$ cat src/rtl/postscale_div.sv
module postscale_div #(
  parameter int CNT_W = 8
) (
  input  logic             clk_in,
  input  logic             rst,
  input  logic             cfg_we,
  input  logic [CNT_W-1:0] cfg_high,
  input  logic [CNT_W-1:0] cfg_low,
  input  logic             cfg_bypass,
  input  logic             cfg_odd,
  output logic             clk_out
);
  localparam int EW = CNT_W + 1;
  localparam logic [CNT_W-1:0] ONE = CNT_W'(1);

  logic [CNT_W-1:0] sh_high, sh_low, act_high, act_low, cnt;
  logic             sh_byp, sh_odd, act_byp, act_odd;
  logic             hi_ph, fresh, neg_q;

  // a zero field reads as 2**CNT_W
  wire [EW-1:0] hi_eff  = {act_high == '0, act_high};
  wire [EW-1:0] lo_eff  = {act_low == '0, act_low};
  wire          last_hi = hi_ph && ({1'b0, cnt} == hi_eff - EW'(1));
  wire          last_lo = !hi_ph && (fresh || ({1'b0, cnt} == lo_eff - EW'(1)));

  always_ff @(posedge clk_in) begin
    if (rst) begin
      sh_high  <= ONE;
      sh_low   <= ONE;
      sh_byp   <= 1'b0;
      sh_odd   <= 1'b0;
      act_high <= ONE;
      act_low  <= ONE;
      act_byp  <= 1'b0;
      act_odd  <= 1'b0;
      hi_ph    <= 1'b0;
      fresh    <= 1'b1;
      cnt      <= '0;
    end else begin
      if (cfg_we) begin
        sh_high <= cfg_high;
        sh_low  <= cfg_low;
        sh_byp  <= cfg_bypass;
        sh_odd  <= cfg_odd;
      end
      if (last_lo) begin
        act_high <= sh_high;
        act_low  <= sh_low;
        act_byp  <= sh_byp;
        act_odd  <= sh_odd;
        hi_ph    <= 1'b1;
        fresh    <= 1'b0;
        cnt      <= '0;
      end else if (last_hi) begin
        hi_ph <= 1'b0;
        cnt   <= '0;
      end else begin
        cnt <= cnt + 1'b1;
      end
    end
  end

  // mid-cycle sample of the final high cycle trims half a period when enabled
  always_ff @(negedge clk_in) begin
    if (rst) neg_q <= 1'b0;
    else     neg_q <= last_hi;
  end

  wire div_out = hi_ph & ~(act_odd & neg_q);
  assign clk_out = act_byp ? clk_in : div_out;

endmodule

$ cat config.mk
export PLATFORM = sky130hd
export DESIGN_NAME = postscale_div
export DESIGN_NICKNAME = d
export VERILOG_FILES = /design/src/rtl/postscale_div.sv
export SDC_FILE = /design/constraint.sdc
export NUM_CORES = 1
export LEC_CHECK = 0
export BUFFER_PORTS_ARGS = -buffer_cell sky130_fd_sc_hd__buf_2
export CAP_MARGIN = 20
export CORE_MARGIN = 2
export CORE_UTILIZATION = 40
export CTS_BUF_LIST = sky130_fd_sc_hd__clkbuf_16
export CTS_CLUSTER_SIZE = 10
export DETAILED_ROUTE_END_ITERATION = 7
export GPL_TIMING_DRIVEN = 0
export PLACE_DENSITY_LB_ADDON = 0.05
export SLEW_MARGIN = 20
export SYNTH_ARGS = -nofsm -noshare
export SYNTH_HDL_FRONTEND = slang
export SYNTH_SLANG_ARGS = --single-unit
export TNS_END_PERCENT = 30
$ cat constraint.sdc
create_clock -name clk_in -period 3.65 [get_ports clk_in]
set_input_delay 0.73 -clock clk_in [delete_from_list [all_inputs] [get_ports clk_in]]
set_output_delay 0.73 -clock clk_in [all_outputs]
set_load 0.02 [all_outputs]
==> metrics.csv, run 1 <==
metric;value;unit
die height;81.5;um
post-synth top area share;39.2;%
Core ar.;5850;sq um
placer congestion estimate;0.788;
Iteration-0 DRC Markers;73;
Top-Level Pins;22;
via count;1753;
Required @ worst endpoint;2920;ps
Internal;1.32;mW
RSZ-0062 raised after global routing;true;
Post-Syn Area per Cell;9.49;sq um
Syn Nets;279;
Post-Synth Adder-Cell Area;2.61;%
dpl hpwl;3620;um
Area contributors post-synth;dfxtp_1 39%, mux2i_1 14%, nand2b_1 8.9%;
hold buffers post-CTS;0;
Crit path max-delay family;flip-flops;
die area;6640;sq um
startpoint types;flop;
final wirelength;4980;um
vias in the first global route;1748;
Min Hold Slack;477;ps
Seq/Total Area, Yosys;39.2;%
Worst Skew;95.7;ps
share of cells above drive strength 1;14.8;%
Starting Density;41.0;%
Synth Area in Compound Gates;6.10;%
total track usage;17.3;%
post-synthesis cell area;2400;sq um
# placed instances;348;
largest family of logic cells by synthesized area;simple AND/OR/NAND/NOR gates;
kind of end point of the critical path;output pin;
PortBufs;20;
mux contribution to synthesized area;14.2;%
switching power;631;uW
Slew headroom;51.0;%
Yosys cell types;41;
worst slew pin tran;735;ps
Max Cap Violations;0;
CP max stage delay;290;ps
outcome;finished, violations left;
Vias/cell;4.88;
most frequent cells in the layout;45 x dfxtp_1, 34 x mux2i_1, 34 x nand2b_1;
Layout area overhead;17.8;%
initial antenna violation count;0;
Skew-Pair Late Insertion Delay;490;ps
row cnt;28;
VDD IR max;299;uV
sequential power share;33.8;%
critical-path maximum fanout;1;
CP dominant cell by count;nand2_1;
first-pass GRT wire length;8600;um
Fin. Hold Viols;0;
Slew Limit Fails;0;
commonest non-fill, non-tap cell in the layout;dfxtp_1;
PD cells;690;nW/um^2
Ys Warns;0;
Logic pwr share;33.2;%
DRC viols;0;
CP cell instances;nand2_1 -> nand2_1 -> o21ai_1 -> buf_4;
Yosys top cell by area;dfxtp_1;
Die X-Extent;81.5;um
# setup viols final;2;
Simple-Gate Fraction of Synth Area;22.9;%
Total Nets Final;309;
XOR/XNOR share of the synthesized area;10.2;%
Tot Pwr;1.95;mW
1st-pass router iterations;4;
total gr overflow;0;
Synth Register Bits;47;
Antenna Violating Nets Remaining;0;
Hold WC Path Type;reg -> reg;
Pleak;1.20;nW
CTS tree;built;
switching share of power;32.4;%
Final Worst Setup Slack;-52.2;ps
largest net degree at the start of global routing;16;
Post-Synthesis Cells;253;
WS Path Type;reg -> out;
Worst EP arrival;2970;ps
Antenna Cells;0;
clock network power share;32.9;%
Crit-path slowest cell;dfxtp_1;
clock-pin slew on the worst setup and hold paths;70;ps
setup bufs post-CTS;0;
WP buf/inv;1;
failing checks;negative setup slack;
WL per Instance;13.9;um
fin cells;359;
==> area by class of cell <==
cell class | instances | area, sq um
Inverter | 6 | 22.5
Timing Repair Buffer | 19 | 95.1
Buffer | 14 | 90.1
Sequential cell | 47 | 943
Fill cell | 561 | 3020
Multi-Input combinational cell | 185 | 1350
Clock inverter | 4 | 25.0
Clock buffer | 9 | 208
Tap cell | 75 | 93.8
==> state kept, by name, indices dropped and copies added, names as in the netlist, 8 cells and up <==
signal    flops
sh_high       8
act_high      8
sh_low        8
act_low       8
cnt           8
==> through the flow <==
step,setup TNS (ps),area (sq um),setup WS (ps),util [%]
5_1_grt,-137,2830,-137,48.3
3_5_place_dp,-273,2590,-273,44.4
6_report,-52.2,2830,-52.2,48.3
2_1_floorplan,0,2400,176,-
3_3_place_gp,-291,2590,-291,44.4
4_1_cts,-80.4,2830,-80.4,48.3
==> cells by family (layout without fill, tap and decap cells) <==
group | Yosys count | count (layout)
compound gates | 19 | 19
xor+xnor | 28 | 28
fa+ha+maj | 5 | 5
buf+inv | 21 | 52
flops | 47 | 47
mux | 34 | 34
simple gates | 99 | 99
==> worst register-to-register path, delay by kind of cell, from the launching register on <==
family	cells	cell delay (ps)
DFF	1	400
and+or+nand+nor	3	390
AOI/OAI and AO/OA	2	530
buffers and inverters	1	80
adders and majority gates	1	260
==> Yosys cell counts, drive strengths merged <==
library cell	n
dfxtp	47
mux2i	34
nand2b	34
nor2	23
xnor2	15
nor3	14
xor2	13
clkbuf	9
inv	7
nand3	6
buf	5
ha	5
a211o	4
nand2	4
a21oi	3
and3	3
nor2b	3
nor4	3
nor4b	2
o21ai	2
or4	2
a211oi	1
a21boi	1
a21o	1
a31o	1
a31oi	1
a41o	1
and4	1
nand4	1
nor3b	1
o2111ai	1
o21bai	1
o22ai	1
o32ai	1
or2	1
or3	1
==> timing repair <==
| action | in CTS | in global routing |
|---|---|---|
| pin swaps | 1 | 2 |
| endpoints found under the setup margin | 3 | 3 |
| resized for setup | 3 | 2 |
==> metal layers <==
metal  GRT usage [%]  share of wire [%]  up-vias  routed length [um]
met2            25.0                 44       25                2180
li1                -                  -      925                   -
met1            24.8                 53      800                2620
met4            6.78               0.72        0                  36
met5               0                  0        -                   0
met3            4.18                2.8        3                 140
==> worst paths after layout <==
check,to,startpoint,slack (ps),cells after the start
max,clk_out,neg_q,-50,4
min,act_odd,act_odd,480,2
max reg2reg,neg_q,act_high[0],140,7
min reg2reg,act_odd,act_odd,480,2
==> power groups by stage <==
stage                     Combinational [mW]  Clock (mW)  Sequential, mW
after floorplan                        0.546      0.0154           0.643
after global placement                 0.651      0.0208           0.670
after detailed placement               0.652      0.0208           0.670
after CTS                              0.664       0.659           0.659
after global routing                   0.719       0.681           0.672
final                                  0.648       0.643           0.660
Note: power is estimated with default switching activity, not from simulation.
==> inputs of run 2 (changes only) <==
--- a/config.mk
+++ b/config.mk
@@ -13,7 +13,7 @@
 export CTS_CLUSTER_SIZE = 10
 export DETAILED_ROUTE_END_ITERATION = 7
 export GPL_TIMING_DRIVEN = 0
-export PLACE_DENSITY_LB_ADDON = 0.05
+export PLACE_DENSITY = 0.59
 export SLEW_MARGIN = 20
 export SYNTH_ARGS = -nofsm -noshare
 export SYNTH_HDL_FRONTEND = slang
==> run 2 against run 1 <==
  * The run still ends with negative setup slack left
  * Clock-buffer cell count unchanged
  * Global-route usage decreased by 1.5 points
  * Largest cell class unchanged
  * Sequential cell count unchanged
  * Combinational power decreased by 1%
  * Critical path depth unchanged
  * First-iteration DRC count decreased by 26%
  * Clock power decreased by 3.4%
  * Non-clock buffer count unchanged
  * Via count increased by 1.5%
  * Clock skew decreased by 2.2 ps
  * Sequential share of layout area increased by 0.10 points
  * Highest routed layer unchanged
  * Power decreased by 1.5%
==> metrics.csv, run 2 (same netlist as run 1, synthesis figures left out) <==
metric;value;unit;change
outcome;finished, violations left;;
Reg2Reg Launch Point;act_high[1];;
PortBufs;20;;unchanged
Worst Skew;93.6;ps;-2.15 ps
WS Path Type;reg -> out;;
Post-DP Area;2590;sq um;unchanged
Antenna Cells;0;;unchanged
Layout area overhead;17.2;%;
fin area;2820;sq um;-0.44%
reg2reg setup slack;140;ps;about the same
Worst EP arrival;2990;ps;+20 ps
PD cells;682;nW/um^2;-1.1%
final wirelength;4620;um;-7.2%
Iteration-0 DRC Markers;54;;-26%
Die X-Extent;81.5;um;unchanged
R2R Path End;neg_q;;
Total Nets Final;309;;unchanged
Top-Level Pins;22;;unchanged
Fin. Hold Viols;0;;unchanged
startpoint types;flop;;
Vias/cell;4.96;;+1.5%
row cnt;28;;unchanged
RSZ-0062 raised after global routing;true;;
initial antenna violation count;0;;unchanged
hold depth;2;;unchanged
largest net degree at the start of global routing;15;;-1
Pleak;1.20;nW;-0.38%
CP cell instances;nand2_1 -> nand2_1 -> o21ai_1 -> buf_4;;
Starting Density;41.0;%;unchanged
total gr overflow;0;;unchanged
dpl hpwl;3440;um;-5.0%
Slew Limit Fails;0;;unchanged
Max Cap Violations;0;;unchanged
critical-path maximum fanout;1;;unchanged
placer congestion estimate;0.807;;+2.4%
most frequent cells in the layout;46 x dfxtp_1, 34 x mux2i_1, 34 x nand2b_1;;
failing checks;negative setup slack;;
1st-pass router iterations;4;;unchanged
total track usage;15.8;%;-1.5 points
# setup viols final;2;;unchanged
Fillers;580;;+3.4%
worst slew pin tran;659;ps;-76.1 ps
VDD IR max;360;uV;+20%
Hold WC Path Type;reg -> reg;;
CTS tree;built;;
vias in the first global route;1739;;-0.51%
first-pass GRT wire length;7980;um;-7.3%
kind of end point of the critical path;output pin;;
multi-input gate area in the final layout;1340;sq um;-0.46%
register area;942;sq um;-0.13%
Crit-path slowest cell;dfxtp_1;;
Hold Crit Start;sh_low[7];;
commonest non-fill, non-tap cell in the layout;dfxtp_1;;
die area;6640;sq um;unchanged
Antenna Violating Nets Remaining;0;;unchanged
Final Worst Setup Slack;-71.4;ps;-19.2 ps
clock-pin slew on the worst setup and hold paths;60;ps;about the same
reg2reg path depth;7;;unchanged
Core ar.;5850;sq um;unchanged
CP max stage delay;280;ps;about the same
# placed instances;348;;unchanged
fin cells;359;;unchanged
Required @ worst endpoint;2920;ps;about the same
DRC viols;0;;unchanged
via count;1779;;+1.5%
Core Util, Final;48.1;%;-0.21 points
Slew headroom;56.1;%;+5.1 points
CP dominant cell by count;nand2_1;;
Skew-Pair Late Insertion Delay;480;ps;about the same
hold buffers post-CTS;0;;unchanged
share of cells above drive strength 1;13.7;%;-1.1 points
WHS Endpoint;act_low[7];;
WL per Instance;12.9;um;-7.2%
die height;81.5;um;unchanged
-- run 2: cell count changes in the layout (fill, tap and decap cells not counted) --
| cell | previous run | this run |
|---|---|---|
| clkinv_1 | 0 | 1 |
| nor4_1 | 2 | 3 |
| clkinv_4 | 2 | 1 |
| nor4_2 | 1 | 0 |
| dfxtp_1 | 45 | 46 |
| dfxtp_2 | 2 | 1 |
-- run 2: what timing repair did --
item,CTS,global route
endpoints found under the hold margin,0,0
endpoints found under the setup margin,2,3
resized for setup,2,1
buffers inserted,0,0
-- run 2: critical path, delay by kind of cell (launching register included) --
kind                   cells  cell delay [ps]
AOI/OAI and AO/OA          1              140
DFF                        1              280
buffers and inverters      1              160
and+or+nand+nor            2              110
-- run 2: final cells by class --
type	instances	share of cell area [%]
multi-input cells	185	47.7
flip-flops and latches	47	33.5
clock buffers	9	7.38
repair buffers	19	3.38
well taps	75	3.33
plain buffers	14	3.20
inverters	6	0.800
clock inverters	4	0.711
-- run 2: how the worst max path moves through the flow --
stage | endpoint | cells past startpoint | slack [ps] | start
after detailed placement | neg_q | 4 | -240 | rst
after CTS | clk_out | 4 | -90 | neg_q
after global placement | neg_q | 4 | -290 | rst
after floorplan | neg_q | 4 | 180 | rst
after global routing | clk_out | 4 | -130 | neg_q
final | clk_out | 4 | -70 | neg_q
-- run 2: through the flow --
step	hold slack, ps	worst slack, ps	power [mW]	TNS [ps]
2_1_floorplan	449	176	1.20	0
3_3_place_gp	460	-287	1.33	-287
3_5_place_dp	466	-240	1.34	-240
4_1_cts	478	-88.4	1.94	-88.4
5_1_grt	495	-130	2.04	-130
6_report	470	-71.4	1.92	-71.4
-- run 2: layer usage --
metal / wire length [um] / global-route usage [%] / up-vias
li1: - / - / 925
met1: 2250 / 21.1 / 823
met2: 2150 / 24.1 / 22
met3: 156 / 4.51 / 9
met4: 60 / 6.10 / 0
met5: 0 / 0 / -
-- run 2: where the power goes --
| group | leakage [nW] | total, mW | internal [mW] | switching, mW |
|---|---|---|---|---|
| Sequential | 0.385 | 0.659 | 0.579 | 0.0802 |
| Combinational | 0.688 | 0.641 | 0.334 | 0.307 |
| Clock | 0.122 | 0.621 | 0.401 | 0.220 |
